===== src/rtl/lafifo_pkg.sv =====
package lafifo_pkg;

  typedef enum logic {
    POLICY_STRICT = 1'b0,
    POLICY_PASS   = 1'b1
  } full_policy_e;

  // Next slot index with an explicit wrap, valid for any depth.
  function automatic int unsigned wrap_inc(input int unsigned idx, input int unsigned depth);
    return (idx + 1 >= depth) ? 0 : idx + 1;
  endfunction

  // Occupancy after one cycle of accepted pushes and pops.
  function automatic int unsigned occ_update(input int unsigned occ, input logic push, input logic pop);
    case ({push, pop})
      2'b10:   return occ + 1;
      2'b01:   return occ - 1;
      default: return occ;
    endcase
  endfunction

endpackage


===== src/rtl/lafifo_ptr.sv =====
module lafifo_ptr #(
  parameter int DEPTH = 4,
  parameter int PW    = 2
) (
  input  logic          clk,
  input  logic          rst,
  input  logic          adv,
  output logic [PW-1:0] ptr
);
  import lafifo_pkg::*;

  logic [PW-1:0] ptr_q;

  always_ff @(posedge clk) begin
    if (rst)      ptr_q <= '0;
    else if (adv) ptr_q <= PW'(wrap_inc(32'(ptr_q), DEPTH));
  end

  assign ptr = ptr_q;

  a_r10_ptr_in_range: assert property (@(posedge clk) disable iff (rst)
    32'(ptr_q) < DEPTH);

  a_r10_ptr_wraps: assert property (@(posedge clk) disable iff (rst)
    (adv && 32'(ptr_q) == DEPTH - 1) |=> ptr_q == '0);

  a_r10_ptr_holds: assert property (@(posedge clk) disable iff (rst)
    !adv |=> $stable(ptr_q));

endmodule


===== src/rtl/lafifo_store.sv =====
module lafifo_store #(
  parameter int WIDTH = 8,
  parameter int DEPTH = 4,
  parameter int PW    = 2
) (
  input  logic             clk,
  input  logic             we,
  input  logic [PW-1:0]    waddr,
  input  logic [WIDTH-1:0] wdata,
  input  logic [PW-1:0]    raddr,
  output logic [WIDTH-1:0] rdata
);
  logic [WIDTH-1:0] mem [DEPTH];

  // Contents are left uninitialised on reset: every slot is written before it is read.
  always_ff @(posedge clk) begin
    if (we) mem[waddr] <= wdata;
  end

  assign rdata = mem[raddr];

endmodule


===== src/rtl/lafifo_ctrl.sv =====
module lafifo_ctrl #(
  parameter int                        DEPTH  = 4,
  parameter int                        CW     = 3,
  parameter lafifo_pkg::full_policy_e  POLICY = lafifo_pkg::POLICY_STRICT
) (
  input  logic          clk,
  input  logic          rst,
  input  logic          wr_req,
  input  logic          rd_req,
  output logic          wr_fire,
  output logic          rd_fire,
  output logic          full,
  output logic          empty,
  output logic [CW-1:0] occ
);
  import lafifo_pkg::*;

  logic [CW-1:0] occ_q;
  logic          room;

  assign full  = (occ_q == CW'(DEPTH));
  assign empty = (occ_q == '0);

  generate
    if (POLICY == POLICY_PASS) begin : g_pass
      assign room = !full || rd_req;

      a_r7_pass_keeps_full: assert property (@(posedge clk) disable iff (rst)
        (full && wr_req && rd_req) |=> full);
    end else begin : g_strict
      assign room = !full;

      a_r8_strict_full_read_drains: assert property (@(posedge clk) disable iff (rst)
        (full && rd_req) |=> !full);
    end
  endgenerate

  assign wr_fire = wr_req && room;
  assign rd_fire = rd_req && !empty;

  always_ff @(posedge clk) begin
    if (rst) occ_q <= '0;
    else     occ_q <= CW'(occ_update(32'(occ_q), wr_fire, rd_fire));
  end

  assign occ = occ_q;

  a_r3_occ_bounded: assert property (@(posedge clk) disable iff (rst)
    occ_q <= CW'(DEPTH));

  a_r1_flags_exclusive: assert property (@(posedge clk) disable iff (rst)
    !(full && empty));

  a_r4_no_underflow: assert property (@(posedge clk) disable iff (rst)
    (empty && !wr_req) |=> empty);

  a_r9_push_grows: assert property (@(posedge clk) disable iff (rst)
    (wr_fire && !rd_fire) |=> occ_q == $past(occ_q) + 1'b1);

  a_r5_both_hold: assert property (@(posedge clk) disable iff (rst)
    (wr_fire && rd_fire) |=> $stable(occ_q));

endmodule


===== src/rtl/lafifo_top.sv =====
module lafifo_top #(
  parameter int                        WIDTH  = 8,
  parameter int                        DEPTH  = 4,
  parameter lafifo_pkg::full_policy_e  POLICY = lafifo_pkg::POLICY_STRICT
) (
  input  logic             clk,
  input  logic             rst,
  input  logic [WIDTH-1:0] wr_data,
  input  logic             wr_req,
  output logic             full,
  output logic [WIDTH-1:0] rd_data,
  input  logic             rd_req,
  output logic             empty,
  output logic             wr_ack
);
  localparam int PW = (DEPTH > 1) ? $clog2(DEPTH) : 1;
  localparam int CW = $clog2(DEPTH + 1);

  logic          push_ev;
  logic          pop_ev;
  logic [PW-1:0] wptr;
  logic [PW-1:0] rptr;
  logic [CW-1:0] occ;

  lafifo_ctrl #(.DEPTH(DEPTH), .CW(CW), .POLICY(POLICY)) u_ctrl (
    .clk     (clk),
    .rst     (rst),
    .wr_req  (wr_req),
    .rd_req  (rd_req),
    .wr_fire (push_ev),
    .rd_fire (pop_ev),
    .full    (full),
    .empty   (empty),
    .occ     (occ)
  );

  lafifo_ptr #(.DEPTH(DEPTH), .PW(PW)) u_wptr (
    .clk (clk),
    .rst (rst),
    .adv (push_ev),
    .ptr (wptr)
  );

  lafifo_ptr #(.DEPTH(DEPTH), .PW(PW)) u_rptr (
    .clk (clk),
    .rst (rst),
    .adv (pop_ev),
    .ptr (rptr)
  );

  lafifo_store #(.WIDTH(WIDTH), .DEPTH(DEPTH), .PW(PW)) u_store (
    .clk   (clk),
    .we    (push_ev),
    .waddr (wptr),
    .wdata (wr_data),
    .raddr (rptr),
    .rdata (rd_data)
  );

  assign wr_ack = push_ev;

  a_r2_head_stable: assert property (@(posedge clk) disable iff (rst)
    (!empty && !rd_req) |=> $stable(rd_data));

  a_r6_no_bypass: assert property (@(posedge clk) disable iff (rst)
    (empty && wr_req) |=> (!empty && occ == CW'(1)));

  a_r3_ptrs_meet_at_edges: assert property (@(posedge clk) disable iff (rst)
    (full || empty) |-> (wptr == rptr));

endmodule


===== config.mk =====
export PLATFORM = sky130hd
export DESIGN_NAME = lafifo_top
export DESIGN_NICKNAME = d
export VERILOG_FILES = /design/src/rtl/lafifo_pkg.sv /design/src/rtl/lafifo_ptr.sv /design/src/rtl/lafifo_store.sv /design/src/rtl/lafifo_ctrl.sv /design/src/rtl/lafifo_top.sv
export SDC_FILE = /design/constraint.sdc
export NUM_CORES = 1
export LEC_CHECK = 0
export BUFFER_PORTS_ARGS = -buffer_cell sky130_fd_sc_hd__buf_2
export CORE_MARGIN = 5
export CORE_UTILIZATION = 40
export CTS_CLUSTER_DIAMETER = 60
export DETAILED_ROUTE_END_ITERATION = 8
export SKIP_LAST_GASP = 1
export SYNTH_ARGS = -nofsm -noshare
export SYNTH_HDL_FRONTEND = slang
export SYNTH_SLANG_ARGS = --single-unit

===== constraint.sdc =====
create_clock -name clk -period 4.32 [get_ports clk]
set_input_delay 0.216 -clock clk [delete_from_list [all_inputs] [get_ports clk]]
set_output_delay 0.216 -clock clk [all_outputs]
set_load 0.05 [all_outputs]

==> results.md, run 1 <==
- Post_cts resized: 0
- Data required time of the worst path: 4.53 ns
- Reg2reg start: u_ctrl.occ[2]
- Worst Skew: 0.00313 ns
- Num CTS Buffers: 5
- Rel. slew slack: 62.4%
- Drt total wl: 2800 um
- Crit path max fanout: 8
- Met3 usage: 4.73%
- Height of the chip: 74.3 um
- Finished Layout Cells: 171
- Pre-CTS setup slack: 2.13 ns
- Share of the yosys chip area belonging to registers: 69.0%
- Initial Utilization: 41.3%
- Synth Area in Simple Gates: 6.13%
- Worst-path clk slew: 0.07 ns
- Largest family of logic cells by synthesized area: multiplexers
- Max cap viols: 0
- Hold buffers post-CTS: 0
- Slew Limit Fails: 0
- Dpl hpwl: 1990 um
- Multiplexer share of the synthesized area: 13.0%
- Dpl cells: 163
- Post-synth top area cell: edfxtp_1
- First-pass GRT wire length: 4700 um
- Power Density: 624 mW/mm^2
- # rows: 23
- Synth Instances: 95
- Peak supply drop: 0.258 mV
- Met2 Resource Use GR: 20.8%
- DRC viols: 0
- Top-count cell post-synth: edfxtp_1
- Pre-antenna DRT Iters: 4
- Commonest cells post-synth: 32 x edfxtp_1, 9 x dfxtp_1, 8 x mux4_2
- Kind of critical path: flip-flop to flip-flop
- Util after Layout: 47.7%
- Synth Net Count: 114
- Fin crit period: 2.20 ns
- GPL Wtd Cong: 0.743
- Xor/xnor share of the synthesized area: 1.06%
- CP endpoint kind: flip-flop
- Via count: 845
- Setup bufs post-CTS: 0
- GR Util met1: 13.4%
- Synth top area cells: edfxtp_1 58%, dfxtp_1 11%, mux4_2 11%, ha_1 4.5%, inv_1 1.6%
- Final count of negative-setup-slack endpoints: 0
- Vias per cell: 4.94
- CTS root buf: clkbuf_8
- Worst-margin pin slew: 0.564 ns
- Register-to-register setup slack: 2.12 ns
- P&R area growth vs syn: 15.4%
- CTS max path bufs: 2
- Filler instances: 351
- F_max: 0.455 GHz
- Hold Vio Cnt, Final: 0
- Die width: 74.3 um
- Yosys warns: 0
- Unique masters post-synth: 23
- Cell area after synthesis: 0.00165 sq mm
- Busiest layer in global routing: met2
- Tot GR Track Use: 12.2%
- Avg Cell Area, Syn: 17.4 sq um
- Yosys top cell area share: 58.1%
- Status: completed
- Most used DFF post-synth: edfxtp_1
- Placeable Area: 0.00400 sq mm
- Yosys reg bits: 41
- Post-route ant nets: 0
- Nets: 139
- RSZ-0062 raised after global routing: false
- Hold WC Path Type: input port to flip-flop
- CP Data Arrival Time: 2.41 ns
- Final Cell Area: 0.00191 sq mm
- Startpoint types: flip-flop
- Die area: 0.00552 sq mm
- Cell Area, Placed: 0.00180 sq mm
- CP Capture Point: u_ctrl.occ[2]
- Total Power: 1.19 mW
- Antenna diode count: 0
- LEAKAGE: 0.703 nW
- Worst-Skew Late Latency: 0.28 ns
- Reg2reg end: u_ctrl.occ[2]
- Critical Path Start: u_ctrl.occ[2]
- Largest net degree at the start of global routing: 13
- Grt total ovfl: 0
- Worst hold margin: 0.148 ns
- Synth async-reset ratio: 0%
- Worst r2r path cells: 9
- Adder-cell share of the synthesized area: 5.75%
- Tcrit/Tclk final: 50.9%
- Final TNS setup: 0 ns
- Setup ws final: 2.12 ns
- CTS sink cnt: 41
- Share of cells above drive strength 1: 32.2%
- Ports: 23
- Initial drt markers: 24
- Post-synth EDFFs: 32
- Compound-Gate Fraction of Synth Area: 1.97%
- H-tree lvl count: 2
- Initial antenna violation count: 0
- Drt wl/cell: 16.4 um
- CTS tree: built
- Vias in the first global route: 934
- IO buf count: 22
[cells by family (layout without fill, tap and decap cells)]
family | Yosys count | count (layout)
AND/OR/NAND/NOR | 18 | 18
flip-flops | 41 | 41
multiplexers | 11 | 11
adder cells (fa/ha/maj) | 7 | 7
buffers and inverters | 11 | 37
AO/OA/AOI/OAI | 5 | 5
XOR/XNOR | 2 | 2
[where the power goes]
part / leakage (nW) / switching, mW / internal [mW] / total [mW]
logic: 0.283 / 0.247 / 0.126 / 0.372
registers: 0.367 / 0.0494 / 0.480 / 0.530
clock network: 0.0528 / 0.118 / 0.170 / 0.288
total: 0.703 / 0.414 / 0.776 / 1.19
[registers in the layout, indices dropped and copies added, names as in the netlist, named ones only]
signal and cells:
u_rptr.ptr 2, u_store.mem 32, u_ctrl.occ 3, u_wptr.ptr 2
[cells in the final DEF, fill, tap and decap left out, types with 2 or more instances in the layout]
cell type  instances
a21oi_1            3
and2_1             4
buf_2             22
clkbuf_8           5
dfxtp_1            9
edfxtp_1          32
ha_1               6
inv_1              7
mux2i_1            2
mux4_2             8
nand2b_1           2
nor2_1             5
nor3_1             2
or3_1              2
xor2_1             2
[critical path, cell delays in order, from the launching register on]
cell     delay, ns
dfxtp_1       0.41
nor3b_2       0.21
nor2b_1       0.15
inv_1         0.09
ha_1          0.18
inv_1         0.06
fa_1          0.37
xor2_1        0.17
or3_1         0.32
a21oi_1       0.17
[layout make-up]
class                      count  area, sq um  share of cell area (%)
timing repair buffer          22          110                    5.77
clock inverter                 2         33.8                    1.77
inverter                       7         26.3                    1.38
multi-input combinational     43          462                    24.2
clock buffer                   6         72.6                    3.80
sequential                    41         1140                    59.8
tap                           50         62.6                    3.28
[how the worst min path moves through the flow]
stage / slack [ns] / cells past startpoint / endpoint / start
2_1_floorplan: 0.31 / 0 / u_store.mem[0][0] / wr_data[0]
4_1_cts: 0.13 / 1 / u_store.mem[2][7] / wr_data[7]
6_report: 0.15 / 1 / u_store.mem[2][7] / wr_data[7]
3_5_place_dp: 0.44 / 1 / u_store.mem[1][7] / wr_data[7]
5_1_grt: 0.13 / 1 / u_store.mem[0][2] / wr_data[2]
3_3_place_gp: 0.43 / 1 / u_store.mem[0][7] / wr_data[7]
[routing by layer]
layer / wire (um) / up-vias
met2: 1430 / 19
met4: 24 / 0
met3: 160 / 2
met5: 0 / -
li1: - / 397
met1: 1180 / 427
(Power assumes the default switching activity.)
==> run 2: changes to the inputs <==
- clock period: 4.32 -> 1.99 ns (I/O delays scaled with it)
==> results.md, run 2 (synthesis gave the netlist of run 1 again) <==
- Status: completed
- H-tree lvl count: 2 (unchanged)
- Antenna diode count: 0 (unchanged)
- Worst hold stages: 1 (unchanged)
- Tcrit/Tclk final: 98.6% (+48 points)
- Max incr delay on CP: 0.37 ns (-0.04 ns)
- Worst-margin pin slew: 0.445 ns (-0.119 ns)
- Initial antenna violation count: 0 (unchanged)
- Tot GR Track Use: 11.1% (-1.1 points)
- Slew Limit Fails: 0 (unchanged)
- Worst Skew: 0.00638 ns (+0.00325 ns)
- Die area: 0.00552 sq mm (unchanged)
- Drt wl/cell: 15.8 um (-3.2%)
- Pre-antenna DRT Iters: 4 (unchanged)
- CP Data Arrival Time: 2.17 ns (-0.24 ns)
- Placeable Area: 0.00400 sq mm (unchanged)
- CTS tree: built
- Final count of negative-setup-slack endpoints: 0 (unchanged)
- CTS sink cnt: 41 (unchanged)
- Nets: 142 (+2.2%)
- RSZ-0062 raised after global routing: true
- P&R area growth vs syn: 18.8%
- Reg2reg start: u_ctrl.occ[2]
- Kind of critical path: flip-flop to flip-flop
- Largest net degree at the start of global routing: 13 (unchanged)
- Hold Startpoint: wr_data[6]
- IO buf count: 22 (unchanged)
- GPL Wtd Cong: 0.725 (-2.3%)
- CTS max path bufs: 2 (unchanged)
- Post-route ant nets: 0 (unchanged)
- # rows: 23 (unchanged)
- Pre-CTS setup slack: 0.0169 ns (-2.12 ns)
- Startpoint types: flip-flop
- Grt total ovfl: 0 (unchanged)
- CP max stage cell: dfxtp_4
- Crit path max fanout: 5 (-3)
- CP endpoint kind: flip-flop
- Worst r2r path cells: 9 (unchanged)
- Data required time of the worst path: 2.20 ns (-2.33 ns)
- Ports: 23 (unchanged)
- Height of the chip: 74.3 um (unchanged)
- Die width: 74.3 um (unchanged)
- Via count: 865 (+2.4%)
- Worst Hold Path EP: u_store.mem[3][6]
- Initial drt markers: 68 (+180%)
- Peak supply drop: 0.618 mV (+140%)
- Power Density: 1350 mW/mm^2 (+120%)
- Rel. slew slack: 70.3% (+8.0 points)
- Cell family with most CP delay: simple AND/OR/NAND/NOR gates
- Initial Utilization: 41.3% (unchanged)
- Worst-path clk slew: 0.08 ns (about the same)
- Vias in the first global route: 934 (unchanged)
- Drt total wl: 2750 um (-1.5%)
- Setup ws final: 0.0273 ns (-2.09 ns)
- Max FFs per register: 32 (unchanged)
- Reg2reg end: u_ctrl.occ[2]
- Dpl hpwl: 1940 um (-2.9%)
- DRC viols: 0 (unchanged)
- Num CTS Buffers: 5 (unchanged)
- Total Power: 2.65 mW (+120%)
- Hold Vio Cnt, Final: 0 (unchanged)
- LEAKAGE: 0.717 nW (+2.0%)
- CTS root buf: clkbuf_8
- CP cell instances: nor3b_4 -> nor2b_1 -> inv_2 -> ha_4 -> inv_2 -> fa_2 -> xor2_1 -> or3_1 -> a21oi_2
- Register-to-register setup slack: 0.03 ns (-2.09 ns)
- Largest Register: u_store.mem
- Share of cells above drive strength 1: 40.3% (+8.1 points)
- Setup bufs post-CTS: 0 (unchanged)
- Max cap viols: 0 (unchanged)
- Fin crit period: 1.96 ns (-0.237 ns)
- Most frequent cells in the layout: 32 x edfxtp_1, 22 x buf_2, 8 x mux4_2
- Buffers and inverters on the worst path: 2 (unchanged)
- Hold WC Path Type: input port to flip-flop
- Worst-Skew Late Latency: 0.28 ns (about the same)
- Vias per cell: 4.97 (+0.60%)
- First-pass GRT wire length: 4440 um (-5.4%)
- F_max: 0.509 GHz (+12%)
- Filler instances: 341 (-2.8%)
- CP most frequent cell: inv_2
- Commonest non-fill, non-tap cell in the layout: edfxtp_1
## run 2: cell count changes in the layout (fill, tap and decap cells not counted), sizes merged
| cell | before | now |
|---|---|---|
| buf | 22 | 25 |
## run 2: layer usage
| metal | GRT usage, % | wire, um | vias up |
|---|---|---|---|
| li1 | - | - | 406 |
| met1 | 12.5 | 1130 | 432 |
| met2 | 19.7 | 1430 | 23 |
| met3 | 3.51 | 163 | 4 |
| met4 | 4.15 | 25 | 0 |
| met5 | 0 | 0 | - |
## run 2: where the power goes
part / internal (mW) / switching [mW]
sequential: 1.05 / 0.0727
clock: 0.370 / 0.261
combinational: 0.319 / 0.582
total: 1.74 / 0.915
## run 2: area by class of cell
type,instances,area [sq um],area share (%)
timing repair buffer,25,133,6.75
sequential,41,1150,58.5
inverter,7,26.3,1.34
tap,50,62.6,3.18
multi-input combinational,43,487,24.8
clock inverter,2,33.8,1.72
clock buffer,6,72.6,3.69
## run 2: worst max path at each step
stage	startpoint	end	slack (ns)	cells after the start
global route	u_ctrl.occ[2]	u_ctrl.occ[2]	-0.05	9
CTS	u_ctrl.occ[2]	u_ctrl.occ[2]	0.009	9
floorplan	u_ctrl.occ[1]	u_ctrl.occ[2]	-0.35	10
detailed placement	u_ctrl.occ[2]	u_ctrl.occ[2]	0.02	9
finish	u_ctrl.occ[2]	u_ctrl.occ[2]	0.03	9
global placement	u_ctrl.occ[1]	u_ctrl.occ[2]	0.20	9
## run 2: per-stage QoR
step | hold slack [ns] | instance area [sq um] | std cells | setup TNS (ns) | utilization, %
floorplan | 0.198 | 1680 | 95 | -0.557 | -
global placement | 0.310 | 1850 | 166 | 0 | 46.3
detailed placement | 0.318 | 1850 | 166 | 0 | 46.3
CTS | 0.0235 | 1960 | 174 | 0 | 49.0
global route | 0.0159 | 1960 | 174 | -0.0505 | 49.1
finish | 0.0254 | 1960 | 174 | 0 | 49.1
## run 2: repair_timing
item,in CTS,in global routing
resized for setup,0,2
hold buffers,0,0
endpoints found under the setup margin,0,1
